**config.mk**
```make
export PLATFORM = sky130hd
export DESIGN_NAME = prio_irq_ctrl
export DESIGN_NICKNAME = d
export VERILOG_FILES = /design/src/rtl/prio_irq_ctrl.sv
export SDC_FILE = /design/constraint.sdc
export NUM_CORES = 1
export LEC_CHECK = 0
export ABC_CLOCK_PERIOD_IN_PS = 1300
export BUFFER_PORTS_ARGS = -buffer_cell sky130_fd_sc_hd__buf_2
export CAP_MARGIN = 10
export CORE_MARGIN = 2
export CORE_UTILIZATION = 39
export CTS_CLUSTER_DIAMETER = 100
export DETAILED_ROUTE_END_ITERATION = 10
export GPL_TIMING_DRIVEN = 0
export PLACE_DENSITY = 0.75
export SLEW_MARGIN = 0
export SYNTH_ARGS = -nofsm -noshare
export SYNTH_HDL_FRONTEND = slang
export SYNTH_SLANG_ARGS = --single-unit
```
**constraint.sdc**
```tcl
create_clock -name clk -period 1.3 [get_ports clk]
set_input_delay 0.065 -clock clk [delete_from_list [all_inputs] [get_ports clk]]
set_output_delay 0.065 -clock clk [all_outputs]
set_load 0.01 [all_outputs]
```
**src/rtl/prio_irq_ctrl.sv**
```systemverilog
module prio_irq_ctrl #(
  parameter int SYNC_STAGES = 2,
  parameter int ADDR_W      = 16
) (
  input  logic              clk,
  input  logic              rst_n,
  input  logic              ext_req_n,
  input  logic              t0_eoc,
  input  logic              t1_eoc,
  input  logic              pend_wr,
  input  logic [2:0]        pend_wdata,
  input  logic              en_wr,
  input  logic [7:0]        en_wdata,
  input  logic              order_wr,
  input  logic [2:0]        order_wdata,
  input  logic              gie_set,
  input  logic              gie_clr,
  output logic [2:0]        pend_q,
  output logic [7:0]        en_q,
  output logic [2:0]        order_q,
  output logic              grant,
  output logic [1:0]        grant_src,
  output logic [ADDR_W-1:0] vec_addr
);
  localparam int NSRC = 3;
  localparam logic [ADDR_W-1:0] VEC_PIN = ADDR_W'(4);
  localparam logic [ADDR_W-1:0] VEC_T0  = ADDR_W'(8);
  localparam logic [ADDR_W-1:0] VEC_T1  = ADDR_W'(10);

  logic [SYNC_STAGES:0] pin_sh;
  logic [NSRC-1:0]      pend, events, elig, pend_nx;
  logic [NSRC-1:0]      en;
  logic                 gie, gie_nx;
  logic [2:0]           order;
  logic [5:0]           ranks;
  logic                 valid, found, take;
  logic [1:0]           win;
  logic                 grant_q;
  logic [1:0]           src_q;
  logic [ADDR_W-1:0]    vec_q;

  always_ff @(posedge clk or negedge rst_n)
    if (!rst_n) pin_sh <= '1;
    else        pin_sh <= {pin_sh[SYNC_STAGES-1:0], ext_req_n};

  assign events = {t1_eoc, t0_eoc, pin_sh[SYNC_STAGES] & ~pin_sh[SYNC_STAGES-1]};

  function automatic logic [5:0] rank_of(input logic [2:0] code);
    case (code)
      3'b001:  return {2'd0, 2'd2, 2'd1};
      3'b010:  return {2'd1, 2'd0, 2'd2};
      3'b011:  return {2'd0, 2'd1, 2'd2};
      3'b100:  return {2'd2, 2'd1, 2'd0};
      3'b101:  return {2'd2, 2'd0, 2'd1};
      3'b110:  return {2'd1, 2'd2, 2'd0};
      default: return {2'd2, 2'd1, 2'd0};
    endcase
  endfunction

  assign ranks = rank_of(order);
  assign valid = (order != 3'b000) && (order != 3'b111);
  assign elig  = pend & en & {NSRC{gie}};

  always_comb begin
    found = 1'b0;
    win   = 2'd0;
    for (int r = 0; r < NSRC; r++) begin
      if (!found && elig[ranks[2*r +: 2]]) begin
        found = 1'b1;
        win   = ranks[2*r +: 2];
      end
    end
  end

  assign take = found && valid;

  always_comb begin
    pend_nx = pend_wr ? pend_wdata : pend;
    if (take) pend_nx[win] = 1'b0;
    pend_nx = pend_nx | events;
  end

  always_comb begin
    gie_nx = take ? 1'b0 : gie;
    if (en_wr)   gie_nx = en_wdata[7];
    if (gie_set) gie_nx = 1'b1;
    if (gie_clr) gie_nx = 1'b0;
  end

  always_ff @(posedge clk or negedge rst_n)
    if (!rst_n) begin
      pend    <= '0;
      en      <= '0;
      gie     <= 1'b0;
      order   <= '0;
      grant_q <= 1'b0;
      src_q   <= '0;
      vec_q   <= '0;
    end else begin
      pend    <= pend_nx;
      gie     <= gie_nx;
      grant_q <= take;
      if (en_wr)    en    <= en_wdata[NSRC-1:0];
      if (order_wr) order <= order_wdata;
      if (take) begin
        src_q <= win;
        vec_q <= (win == 2'd0) ? VEC_PIN : (win == 2'd1) ? VEC_T0 : VEC_T1;
      end
    end

  assign pend_q    = pend;
  assign en_q      = {gie, 4'b0000, en};
  assign order_q   = order;
  assign grant     = grant_q;
  assign grant_src = src_q;
  assign vec_addr  = grant_q ? vec_q : '0;
endmodule


```
==> results.txt <==
In this run the power density over the cells is 1000 nW/µm². The cell count after synthesis is 93, and the data required time at the worst endpoint is 1.49 ns. The floorplan has 18 rows.

The sequential cells in the finished layout cover a total of 484 µm². The number of antenna cells inserted was 0. The synthesized netlist devotes 0% of its cell area to adder and majority cells. The wire length of the first global-routing pass is 3.68 mm, and the iteration-0 DRC count of the detailed router is 3. Pin count of the biggest net entering global routing: 20. Commonest non-fill, non-tap cell in the layout: buf_2. The depth of the worst register-to-register path is 4, and the area share of and/or/nand/nor cells after synthesis is 11.1%. The sum of routed wire length over all layers came out at 2.21 mm.

The checks that failed: negative setup slack. The post-detailed-route wirelength per cell works out to 11.0 µm. The share of the synthesized area in compound gates (AO/OA/AOI/OAI) was 18.9%; the worst vdd rail ir drop was 0.914 mV. Across all layers, the routed design uses 877 vias. The startpoint identified for the worst register-to-register timing path is gie. Setup violations remaining at the end of the flow were counted as 8. The tools report the reg-to-reg critical path endpoint as pend_q[0]. Capture point of the critical path: pend_q[0]. The critical path starts at gie.

The count of buffers inserted at the top-level ports came out at 35. Once layout is complete, the cells apart from fillers number 200. STA classifies the critical path startpoint as a flip-flop. The die is 54.8 µm tall.

Delay of the slowest critical-path stage: 0.48 ns. Number of pins exceeding their max-slew limit in the final report: 0. The run gives 0 as the max capacitance violation total.

The library cells used most frequently in the layout, excluding fill and tap cells, are 35 x buf_2, 29 x buf_4, 17 x conb_1. The combinational family with the most area after synthesis was compound AO/OA/AOI/OAI gates. Die boundary width: 54.8 µm.

The logs give -0.0715 ns for the final critical-path setup slack and 0.847 for the last weighted congestion value of the routability-driven placer. For the total clock sinks, the log shows 19. The run gives 0.29 ns as the latest clock arrival within the worst-skew pair. By area the synthesized netlist is led by dfrtp_1 40%, buf_4 13%, dfstp_2 7.8%, o21ai_0 5.5%, mux2_2 4.5%. Once placement finished, the instance area stood at 1300 µm². Of all cell types, the one taking the most synthesized area is dfrtp_1.

The proportion of synthesized area in mux cells is 6.46%, and the instance count on the critical path is 4. The critical path goes through nand3_4 > o21ai_1 > a221o_1 > a22o_1. In this run the deepest clock path goes through 2 buffers.

The worst hold-check path type was in -> reg. For the post-route clock skew, the log shows 0.00179 ns. Across every metal layer, demand over resource in global routing totals 17.5%.

Summed over all cells, the static leakage comes to 0.782 nW. The run gives -0.07 ns as the setup slack of the most critical reg-to-reg path. The tools report the area of the multi-input gates as 484 µm². Setup repair after global routing could not meet its margin everywhere. The run gives 41.0% as the effective utilization at floorplan. Static timing analysis puts the maximum clock frequency at 729 MHz. For the worst setup path, the data arrival time is 1.56 ns. Of the post-synthesis cell area, the dominant cell type holds 39.8%. The number of flip-flops and latches in the synthesized netlist is 19. Grouping stages by cell kind, the critical path spends the most delay in compound AO/OA/AOI/OAI gates. TritonCTS built the clock tree.

The tools report the number of cells after detailed placement as 174. In this run, CTS created clock tree buffers numbering 3. After detailed routing, the number of remaining DRC violations is 0. For the die area, the log shows 3010 µm².

The tools report the total I/O pin count as 57. The cell area that synthesis handed to floorplanning was 1010 µm². The logs give 1560 µm² for the area of all placed cells without fillers and 0 for the aggregate global routing overflow. Number of hold violations in the final report: 0. The critical path is of the reg -> reg type. Relative to the synthesized area, the layout overhead comes to 54.8%. The flow ran to the end, but the final reports show violations. After clock tree synthesis, the clock-pin slew on the worst setup and hold paths is 0.09 ns. The count of warnings emitted by yosys was 0.

The net count of the finished layout is 195. Element type at the critical path end: a flip-flop. The detail route stage leaves a number of antenna-violating nets equal to 0.

Of the available clock period, the critical path in the final layout requires 105%. The netlist uses 26 different library cells. The count of fill cells added during filler insertion was 204. The via count of the first global-routing pass was 882; the per-cell via count in the routed design was 4.39. The core region is 2450 µm². The smallest clock period supported by the final layout is computed as 1.37 ns. Averaged over all synthesized cells, the footprint is 10.8 µm². In the final timing run, aggregate negative setup slack is -0.434 ns.

The number of antenna violations at the first check in global routing is 0. The critical path contains buffers and inverters numbering 0 combined. After synthesis, flip-flops and latches occupy 47.6% of the total area. Final HPWL from detailed placement: 1.57 mm. The highest net fanout along the worst path was 7; the fraction of final layout cells sized beyond drive strength 1 was 55.3%. The slowest stage of the critical path is the dfrtp_2 cell. The first TritonRoute pass finished after 2 iterations. The number of levels in the clock H-tree was 1. In this run the clock root is driven by a clkbuf_4.

The xor-xnor portion of the synthesized cell area is 0%.
[what timing repair did]
action | in CTS | in global routing
hold buffers | 10 | 0
setup endpoints to repair | 8 | 10
setup buffers | 11 | 1
pin swaps | 5 | 6
resized for setup | 4 | 9
hold endpoints to repair | 24 | 0
[metal layers]
metal	vias to the layer above	track usage (%)	wire length (µm)
met1	395	17.7	798
met4	0	7.50	82
met3	8	4.10	97
met2	27	33.3	1230
met5	-	0	0
li1	447	-	-
[per-stage QoR]
step,hold slack [ns],total power (W),worst slack (ns),utilization (%)
after global placement,0.00814,0.00116,-0.140,52.9
after detailed placement,0.0222,0.00118,-0.199,52.9
after CTS,0.00835,0.00154,-0.0568,62.0
final,0.0150,0.00157,-0.0715,63.5
after global routing,0.00529,0.00168,-0.153,63.5
after floorplan,-0.231,0.00102,-0.00144,-
[area by class of cell]
cell class,instances,area share (%)
Inverter,6,1.44
Multi-Input combinational cell,66,31.1
Sequential cell,19,31.1
Buffer,18,8.67
Timing Repair Buffer,57,23.7
Tap cell,30,2.41
Clock buffer,4,1.69
[power by group]
part	total, W	switching, W	leakage [nW]	internal (W)
Sequential	0.000770	0.0000833	0.213	0.000687
Clock	0.000277	0.000157	0.0150	0.000119
Combinational	0.000519	0.000241	0.554	0.000278
[Yosys cell counts (all sizes together)]
| cell type | n |
|---|---|
| a21o | 1 |
| a21oi | 6 |
| a221o | 1 |
| a221oi | 3 |
| a22o | 1 |
| a311oi | 1 |
| and2 | 3 |
| and3 | 1 |
| buf | 18 |
| conb | 1 |
| dfrtp | 16 |
| dfstp | 3 |
| inv | 6 |
| mux2 | 4 |
| mux2i | 2 |
| nand2 | 3 |
| nand3 | 3 |
| nor2 | 2 |
| nor2b | 1 |
| nor3 | 1 |
| nor3b | 1 |
| o21a | 1 |
| o21ai | 11 |
| o21bai | 2 |
| or3b | 1 |
[logic make-up after synthesis]
family	after synthesis
AND/OR/NAND/NOR	16
flip-flops	19
AO/OA/AOI/OAI	27
multiplexers	6
other	1
buffers and inverters	24
[worst register-to-register path, delay by kind of cell, from the launching register on]
family,cells,cell delay [ns]
simple gates,1,0.15
compound gates,3,0.64
flops,1,0.48
[worst min-delay path by stage]
stage	from	slack, ns	cells after the start	end
final	en_wdata[2]	0.02	2	en[2]
after global routing	en_wdata[1]	0.005	2	en[1]
after CTS	en_wdata[2]	0.008	2	en[2]
after detailed placement	rst_n	0.02	1	en[2]
after global placement	rst_n	0.008	1	pend_q[0]
after floorplan	rst_n	-0.23	0	en[0]
[flip-flops by register name (all words and copies together), names as in the netlist]
name and count:
gie 1, order_q 3, pin_sh 3, grant_src 2, grant 1, pend_q 3, vec_q 3, en 3
(Power assumes the default switching activity.)
